### src/rtl/banked_rf_pkg.sv
package banked_rf_pkg;
  localparam int MODE_W = 5;

  typedef enum logic [MODE_W-1:0] {
    MD_USR = 5'h10,
    MD_FIQ = 5'h11,
    MD_IRQ = 5'h12,
    MD_SVC = 5'h13,
    MD_ABT = 5'h17,
    MD_UND = 5'h1B,
    MD_SYS = 5'h1F
  } mode_e;

  localparam int NUM_BANKS = 6;
  localparam int BANK_W    = $clog2(NUM_BANKS);
  typedef logic [BANK_W-1:0] bank_t;

  localparam bank_t BK_USR = 3'd0;
  localparam bank_t BK_FIQ = 3'd1;
  localparam bank_t BK_IRQ = 3'd2;
  localparam bank_t BK_SVC = 3'd3;
  localparam bank_t BK_ABT = 3'd4;
  localparam bank_t BK_UND = 3'd5;

  function automatic logic mode_ok(logic [MODE_W-1:0] m);
    case (m)
      MD_USR, MD_FIQ, MD_IRQ, MD_SVC, MD_ABT, MD_UND, MD_SYS: mode_ok = 1'b1;
      default:                                                mode_ok = 1'b0;
    endcase
  endfunction

  function automatic bank_t bank_of(logic [MODE_W-1:0] m);
    case (m)
      MD_FIQ:  bank_of = BK_FIQ;
      MD_IRQ:  bank_of = BK_IRQ;
      MD_SVC:  bank_of = BK_SVC;
      MD_ABT:  bank_of = BK_ABT;
      MD_UND:  bank_of = BK_UND;
      default: bank_of = BK_USR;
    endcase
  endfunction

  function automatic logic has_saved(logic [MODE_W-1:0] m);
    has_saved = mode_ok(m) && (m != MD_USR) && (m != MD_SYS);
  endfunction
endpackage

### src/rtl/brf_shadow_set.sv
module brf_shadow_set #(
  parameter int SLOTS = 2,
  parameter int WORDS = 3,
  parameter int W     = 32,
  localparam int SW   = (SLOTS > 1) ? $clog2(SLOTS) : 1
) (
  input  logic                     clk_i,
  input  logic                     rst_ni,
  input  logic                     we_i,
  input  logic [SW-1:0]            wslot_i,
  input  logic [WORDS-1:0]         wmask_i,
  input  logic [WORDS-1:0][W-1:0]  wdata_i,
  input  logic [SW-1:0]            rslot_i,
  output logic [WORDS-1:0][W-1:0]  rdata_o
);
  logic [SLOTS-1:0][WORDS-1:0][W-1:0] mem_q;

  for (genvar s = 0; s < SLOTS; s++) begin : g_slot
    for (genvar w = 0; w < WORDS; w++) begin : g_word
      always_ff @(posedge clk_i or negedge rst_ni) begin
        if (!rst_ni) begin
          mem_q[s][w] <= '0;
        end else if (we_i && wmask_i[w] && (wslot_i == SW'(s))) begin
          mem_q[s][w] <= wdata_i[w];
        end
      end
    end
  end

  assign rdata_o = mem_q[rslot_i];
endmodule

### src/rtl/brf_mode_ctrl.sv
module brf_mode_ctrl
  import banked_rf_pkg::*;
#(
  parameter int          W          = 32,
  parameter logic [W-1:0] STATUS_RST = 32'h0000_00D3
) (
  input  logic              clk_i,
  input  logic              rst_ni,
  input  logic              req_i,
  input  logic [MODE_W-1:0] code_i,
  input  logic              st_wr_en_i,
  input  logic [W-1:0]      st_wr_data_i,
  output logic [W-1:0]      status_o,
  output logic [MODE_W-1:0] cur_mode_o,
  output logic              swap_o
);
  logic [W-1:0] status_q, status_d;

  assign cur_mode_o = status_q[MODE_W-1:0];
  assign swap_o     = req_i && mode_ok(code_i) && (code_i != cur_mode_o);

  always_comb begin
    status_d = status_q;
    if (st_wr_en_i) status_d[W-1:MODE_W] = st_wr_data_i[W-1:MODE_W];
    if (swap_o)     status_d[MODE_W-1:0] = code_i;
  end

  always_ff @(posedge clk_i or negedge rst_ni) begin
    if (!rst_ni) status_q <= STATUS_RST;
    else         status_q <= status_d;
  end

  assign status_o = status_q;
endmodule

### src/rtl/banked_regfile.sv
module banked_regfile
  import banked_rf_pkg::*;
#(
  parameter int          W          = 32,
  parameter logic [W-1:0] SP_RST     = 32'h1000_0000,
  parameter logic [W-1:0] PC_RST     = 32'h0000_0000,
  parameter logic [W-1:0] STATUS_RST = 32'h0000_00D3,
  localparam int NREG  = 16,
  localparam int IDX_W = $clog2(NREG),
  localparam int SP_IX = 13,
  localparam int LR_IX = 14,
  localparam int PC_IX = 15,
  localparam int HI_LO = 8,
  localparam int HI_N  = SP_IX - HI_LO
) (
  input  logic              clk_i,
  input  logic              rst_ni,
  input  logic [IDX_W-1:0]  rd_a_addr_i,
  output logic [W-1:0]      rd_a_data_o,
  input  logic [IDX_W-1:0]  rd_b_addr_i,
  output logic [W-1:0]      rd_b_data_o,
  input  logic              wr_en_i,
  input  logic [IDX_W-1:0]  wr_addr_i,
  input  logic [W-1:0]      wr_data_i,
  input  logic              mode_req_i,
  input  logic [MODE_W-1:0] mode_code_i,
  input  logic              st_wr_en_i,
  input  logic [W-1:0]      st_wr_data_i,
  input  logic              sav_wr_en_i,
  input  logic [W-1:0]      sav_wr_data_i,
  output logic [W-1:0]      status_o,
  output logic [W-1:0]      saved_status_o
);
  logic [NREG-1:0][W-1:0] live_q, live_wv, live_d;
  logic [W-1:0]           sav_q, sav_wv, sav_d;
  logic [MODE_W-1:0]      cur_mode;
  logic                   swap;

  brf_mode_ctrl #(.W(W), .STATUS_RST(STATUS_RST)) u_mode (
    .clk_i       (clk_i),
    .rst_ni      (rst_ni),
    .req_i       (mode_req_i),
    .code_i      (mode_code_i),
    .st_wr_en_i  (st_wr_en_i),
    .st_wr_data_i(st_wr_data_i),
    .status_o    (status_o),
    .cur_mode_o  (cur_mode),
    .swap_o      (swap)
  );

  // outgoing-view values including this cycle's writes
  always_comb begin
    live_wv = live_q;
    if (wr_en_i) live_wv[wr_addr_i] = wr_data_i;
    sav_wv = sav_en_mux();
  end

  function automatic logic [W-1:0] sav_en_mux();
    return sav_wr_en_i ? sav_wr_data_i : sav_q;
  endfunction

  bank_t old_bank, new_bank;
  logic  same_pair, fiq_in, fiq_out, hi_swap;
  assign old_bank  = bank_of(cur_mode);
  assign new_bank  = bank_of(mode_code_i);
  assign same_pair = (old_bank == new_bank);
  assign fiq_in    = (mode_code_i == MD_FIQ);
  assign fiq_out   = (cur_mode == MD_FIQ);
  assign hi_swap   = swap && (fiq_in || fiq_out);

  // per-bank {saved status, R14, R13}
  logic [2:0][W-1:0] pair_wdata, pair_rdata;
  assign pair_wdata = {sav_wv, live_wv[LR_IX], live_wv[SP_IX]};

  brf_shadow_set #(.SLOTS(NUM_BANKS), .WORDS(3), .W(W)) u_pairs (
    .clk_i  (clk_i),
    .rst_ni (rst_ni),
    .we_i   (swap),
    .wslot_i(old_bank),
    .wmask_i({has_saved(cur_mode), 2'b11}),
    .wdata_i(pair_wdata),
    .rslot_i(new_bank),
    .rdata_o(pair_rdata)
  );

  // slot 0: shared R8..R12, slot 1: fast-interrupt R8..R12
  logic [HI_N-1:0][W-1:0] hi_wdata, hi_rdata;
  assign hi_wdata = live_wv[SP_IX-1:HI_LO];

  brf_shadow_set #(.SLOTS(2), .WORDS(HI_N), .W(W)) u_hi (
    .clk_i  (clk_i),
    .rst_ni (rst_ni),
    .we_i   (hi_swap),
    .wslot_i(fiq_out),
    .wmask_i({HI_N{1'b1}}),
    .wdata_i(hi_wdata),
    .rslot_i(fiq_in),
    .rdata_o(hi_rdata)
  );

  always_comb begin
    live_d = live_wv;
    sav_d  = sav_wv;
    if (swap) begin
      if (!same_pair) begin
        live_d[SP_IX] = pair_rdata[0];
        live_d[LR_IX] = pair_rdata[1];
      end
      if (hi_swap) live_d[SP_IX-1:HI_LO] = hi_rdata;
      if (has_saved(mode_code_i)) sav_d = pair_rdata[2];
    end
  end

  always_ff @(posedge clk_i or negedge rst_ni) begin
    if (!rst_ni) begin
      live_q        <= '0;
      live_q[SP_IX] <= SP_RST;
      live_q[PC_IX] <= PC_RST;
      sav_q         <= '0;
    end else begin
      live_q <= live_d;
      sav_q  <= sav_d;
    end
  end

  assign rd_a_data_o    = live_q[rd_a_addr_i];
  assign rd_b_data_o    = live_q[rd_b_addr_i];
  assign saved_status_o = sav_q;
endmodule

### config.mk
export PLATFORM = sky130hd
export DESIGN_NAME = banked_regfile
export DESIGN_NICKNAME = d
export VERILOG_FILES = /design/src/rtl/banked_rf_pkg.sv /design/src/rtl/brf_shadow_set.sv /design/src/rtl/brf_mode_ctrl.sv /design/src/rtl/banked_regfile.sv
export SDC_FILE = /design/constraint.sdc
export NUM_CORES = 2
export LEC_CHECK = 0
export BUFFER_PORTS_ARGS = -buffer_cell sky130_fd_sc_hd__buf_2
export CAP_MARGIN = 40
export CORE_MARGIN = 3
export CORE_UTILIZATION = 45
export CTS_BUF_LIST = sky130_fd_sc_hd__clkbuf_8
export CTS_CLUSTER_DIAMETER = 100
export CTS_CLUSTER_SIZE = 25
export DETAILED_ROUTE_END_ITERATION = 8
export PLACE_DENSITY_LB_ADDON = 0.08
export SYNTH_ARGS = -nofsm -noshare
export SYNTH_HDL_FRONTEND = slang
export SYNTH_SLANG_ARGS = --single-unit
### constraint.sdc
create_clock -name clk_i -period 3 [get_ports clk_i]
set_clock_uncertainty 0.15 [all_clocks]
set_input_delay 0.15 -clock clk_i [delete_from_list [all_inputs] [get_ports clk_i]]
set_output_delay 0.15 -clock clk_i [all_outputs]
set_load 0.05 [all_outputs]
* After elaboration in Yosys (flattened, before gate mapping)
Cells that the tools add are included.
** Operators by class
- Multiplexer cells :: 23
- Reduce and logical (&&, ||, !) cells :: 27
- Equality and inequality tests :: 25
- Order comparisons :: 6
- Bitwise gates (word level) :: 1
** Operators by type and width (count)
- bitwise mux 512 bit :: 1
- two-way mux 160 bit :: 3
- two-way mux 480 bit :: 1
- binary-select mux 96 bit (select 3 bit) :: 1
- binary-select mux 32 bit (select 4 bit) :: 2
- two-way mux 224 bit :: 1
- two-way mux 32 bit :: 6
- demux 32 bit (select 4 bit) :: 1
- two-way mux 96 bit :: 1
- equality test 5 bit (second input constant) :: 14
- two-way mux 64 bit :: 1
- one-hot mux 3 bit (5 select lines) :: 2
- logical AND 1 bit :: 23
- inequality test 5 bit (second input constant) :: 4
- < comparator 4 x 5 -> 1 bit (second input constant) :: 3
- OR reduction 7 bit :: 2
- equality test 3 x 2 -> 1 bit (second input constant) :: 2
- equality test 3 bit (second input constant) :: 2
- inequality test 5 bit :: 1
- >= comparator 4 x 1 -> 1 bit (second input constant) :: 1
- < comparator 3 x 4 -> 1 bit (second input constant) :: 1
- equality test 3 x 1 -> 1 bit (second input constant) :: 1
- equality test 3 bit :: 1
- logical NOT 3 bit :: 1
- other kinds (4) :: 6
** Storage, ports and cells
- Register bits after elaboration :: 1472
- Input bits :: 119

* Longest topological paths before layout
- Depth after elaboration :: 10
- Depth in mapped cells :: 11
- Gate-level depth less buffers :: 5

* Hierarchy
From an unflattened synthesis, not the netlist that was laid out.
** Second synthesis, totals
- Cells, all modules :: 4630
- Area total of the unflattened synthesis :: 73571.8 um^2
** Modules (own cells, without submodules)
- banked_regfile :: instances 1, area each 31187.4 um^2, cells an instance 1903
- brf_shadow_set at u_pairs :: instances 1, area each 25864.8 um^2, cells an instance 1785
- brf_shadow_set at u_hi :: instances 1, area each 15202.1 um^2, cells an instance 860
- brf_mode_ctrl :: instances 1, area each 1317.5 um^2, cells an instance 82

* Worst setup path after synthesis
Ideal clock, no wire load.
- Path kind :: reg-to-reg
- Start :: register u_mode.status_q[2] (netlist: u_mode.status_o[2])
- End :: register live_q[444] in the netlist's numbering
- Path buffers :: 4
- Period minus slack after synthesis :: 2496 ps
- Setup slack :: 504 ps
- Stages on the path, launching flop included :: 10
- Data arrival time :: 2270 ps
- Setup time :: 76 ps
- Required time :: 2774 ps
- Cells stage by stage :: dfrtp_1 -> buf_4 -> nor2_1 -> and3_1 -> clkbuf_2 -> xnor2_1 -> o41ai_1 -> buf_4 -> buf_6 -> mux2i_1
** RTL lines
- start: declaration :: RTL line brf_mode_ctrl.sv:17 : logic [W-1:0] status_q, status_d;
- start signal: assignment :: RTL line brf_mode_ctrl.sv:30 : else status_q <= status_d;
- end signal: assignment :: RTL line banked_regfile.sv:121 : live_q <= live_d;
- end: declaration :: RTL line banked_regfile.sv:34 : logic [NREG-1:0][W-1:0] live_q, live_wv, live_d;

* Worst setup path after layout
- Start :: register live_q[452] in the netlist's numbering
- End :: output rd_b_data_o[4]
** On the way
- Cells in the longest elaborated chain, start to end :: 2
** Ends and longest elaborated chain
- binary-select mux 32 bit (select 4 bit) :: RTL line banked_regfile.sv:127 : assign rd_b_data_o = live_q[rd_b_addr_i];
- two-way mux 32 bit (not written as such) :: RTL line banked_regfile.sv:127
- end: declaration :: RTL line banked_regfile.sv:21 : output logic [W-1:0] rd_b_data_o,
Every way passes these cells. The select of a mux whose other input is x is not followed.

==> out/metrics.csv <==
stage,metric,value,unit
setup_path,start_kind,register,
routing,ant_nets,0,
global_route,grt_pass1_wl,333000,microns
floorplanning,die_w,404,microns
routing,drt-initial-drc-count,4087,
yosys,yosys_register_bits,1472,
global_route,antenna_found_initial,16,
job,drv_cap,0,
global_route,grt_overflow_total,0,
timing,hold_violations,0,
final_layout,fill_cells,14000,
routing,vias,50500,
cts,root_buffer,clkbuf_8,
timing,slew_headroom,0.479,
final_layout,area_growth,10.8,%
yosys,synth-main-ff-cell,dfrtp_1,
setup_path,slowest_delay,600,ps
hold_path,min_path_type,input port to register,
timing,post-route-period-util,0.977,
power_and_ir_drop,peakVddDrop,0.391,mV
final_layout,drive_above_1_share,0.238,
cts,htree_levels,3,
global_route,track_usage,0.265,
setup_path,required,2700,ps
power_and_ir_drop,p_leak,33.8,nW
power_and_ir_drop,powerDensity,597,nW/um^2
setup_path,cp_max_fo,3,
floorplanning,num_rows,145,
floorplanning,coreArea,157000,sq um
floorplanning,die_y,404,microns
placed_design,gp_congestion,0.790,
placed_design,dp.cells,8073,
final_layout,ff_latch_area,36900,sq um
timing,postLayoutSetupSlackWorst,67.5,ps
setup_path,cp-end-kind,output port,
timing,min_period,2930,ps
timing,worstMarginPinSlew,782,ps
status,status,completed,
yosys,synth_seq_area_share,0.517,
yosys,avgSynthCellArea,11.6,sq um
cts,numCtsBuffers,69,
routing,drc,0,
routing,wl_per_cell,26.0,microns
floorplanning,start_util,0.454,
yosys,synth.distinct_cells,53,
timing,slew_violations,0,
setup_path,slowest_stage,mux4_2,
timing,finalSetupViolCount,0,
yosys,synth_edf_count,0,
routing,first_pass_iters,5,
floorplanning,io_pins,247,
yosys,syn_inst,6149,
setup_path,worstPathArrival,2630,ps
cts,clk_pin_slew,150,ps
routing,drt-total-wl,217000,microns
floorplanning,die-area,163000,sq um
global_route,grt_pass1_vias,51200,
final_layout,multi_input_area,31400,sq um
cts,cts_tree,built,
placed_design,dp_hpwl,130000,microns
setup_path,worstPathCellList,mux4_2 -> mux4_2 -> buf_6,
routing,viasPerCell,6.05,
yosys,synth_nets,6268,
yosys,async_flop_share,1.00,
global_route,grt_max_degree,106,
placed_design,pre_cts_ws,277,ps
timing,rsz0062_at_grt,true,
cts,clk_latency,840,ps
final_layout,final_cell_mix,"1439 x dfrtp_1, 914 x nand2_1, 675 x o21ai_0",
setup_path,path_class,register to output port,
final_layout,fin_nets,6380,
yosys,syn_area,71200,sq um
cts,clock_path_buffers,3,
cts,numClockSinks,1472,
setup_path,cp_common_cell,mux4_2,
final_layout,final_common_cell,dfrtp_1,
yosys,yosys_warnings,0,
placed_design,io_buffer_count,241,
final_layout,final_cells,8356,
timing,clock.fmax,341,MHz
==> where the power goes <==
| part | switching, mW | internal (mW) | leakage [nW] |
|---|---|---|---|
| combinational | 6.88 | 5.45 | 14.1 |
| sequential | 2.59 | 23.5 | 19.1 |
| clock | 6.38 | 2.30 | 0.620 |
==> critical path, delay by kind of cell (launching register included) <==
family | cells | cell delay [ps]
flip-flops | 1 | 470
buffers and inverters | 1 | 200
multiplexers | 2 | 1150
==> metrics by stage <==
| step | utilization | cell area, sq um | total power [mW] | TNS, ps | hold WS (ps) |
|---|---|---|---|---|---|
| global route | 0.503 | 78900 | 49.8 | -32.5 | 118 |
| global placement | 0.483 | 75700 | 38.0 | 0 | 24.4 |
| detailed placement | 0.483 | 75800 | 38.4 | 0 | 19.2 |
| floorplan | - | 71200 | 33.9 | 0 | -296 |
| finish | 0.503 | 78900 | 47.1 | 0 | 117 |
| CTS | 0.503 | 78800 | 47.5 | -181 | 24.5 |
==> synthesized netlist by cell type (all sizes together), types with 2 or more instances <==
library cell  instances  area share
a311o                65      0.0091
nand3                 8     0.00063
clkbuf              358       0.019
o2111ai               3     0.00037
and2                  3     0.00026
inv                 161      0.0085
and3                  3     0.00026
buf                 254       0.019
nand3b                5     0.00053
nand2               916       0.048
nor2b                 3     0.00026
mux2i               512       0.072
dfstp                 6      0.0022
mux4                320        0.10
nor3                  2     0.00021
dfrtp              1466        0.52
o22ai               384       0.034
nor3b                 3     0.00046
nand2b                8     0.00070
a31o                 31      0.0038
a211oi               95       0.010
mux2                507       0.080
a21oi               258       0.018
o21ai               739       0.052
xnor2                 8      0.0011
nor2                 15     0.00090
==> worst paths after layout <==
check | endpoint | cells past startpoint | slack (ps) | from
worst max-delay path | rd_b_data_o[4] | 3 | 70 | live_q[452]
worst max register to register | live_q[459] | 7 | 270 | u_mode.status_o[3]
min in group asynchronous | live_q[226] | 4 | 580 | rst_ni
worst min register to register | u_pairs.mem_q[84] | 0 | 240 | u_pairs.mem_q[84]
max in group asynchronous | live_q[458] | 4 | 1410 | rst_ni
worst min-delay path | u_pairs.mem_q[471] | 4 | 120 | sav_wr_data_i[23]
==> layer usage <==
layer	GRT usage	wire, microns	vias up
li1	-	-	22500
met1	0.394	101000	26500
met2	0.421	101000	1352
met3	0.0339	11300	212
met4	0.0538	3630	4
met5	0	27	-
==> sequential cells by signal, indices dropped and copies added (netlist names) <==
signal,cells
u_pairs.mem_q,576
live_q,512
u_hi.mem_q,320
u_mode.status_o,32
saved_status_o,32
==> repair_timing <==
item                        CTS  global route
pin swaps                     0             1
resized for setup            86             4
hold buffers                169             0
setup endpoints to repair    47             8
setup buffers                 1             5
hold endpoints to repair   2573             0
==> cell type report <==
cell class / instances / share of cell area
Sequential cell: 1472 / 0.467
Multi-Input combinational cell: 3904 / 0.398
Timing Repair Buffer: 653 / 0.0797
Tap cell: 2058 / 0.0326
Clock buffer: 74 / 0.0129
Inverter: 161 / 0.00766
Clock inverter: 22 / 0.00147
Antenna cell: 12 / 0.000381
==> cells by family (layout without fill, tap and decap cells) <==
kind of cell,after synthesis,count (layout),share of synthesized area
AO/OA/AOI/OAI,1585,1585,0.129
flip-flops,1472,1472,0.517
multiplexers,1339,1339,0.253
AND/OR/NAND/NOR,971,971,0.0533
buffers and inverters,773,910,0.0462
XOR/XNOR,9,9,0.00121
other,0,12,0
(Power assumes the default switching activity.)
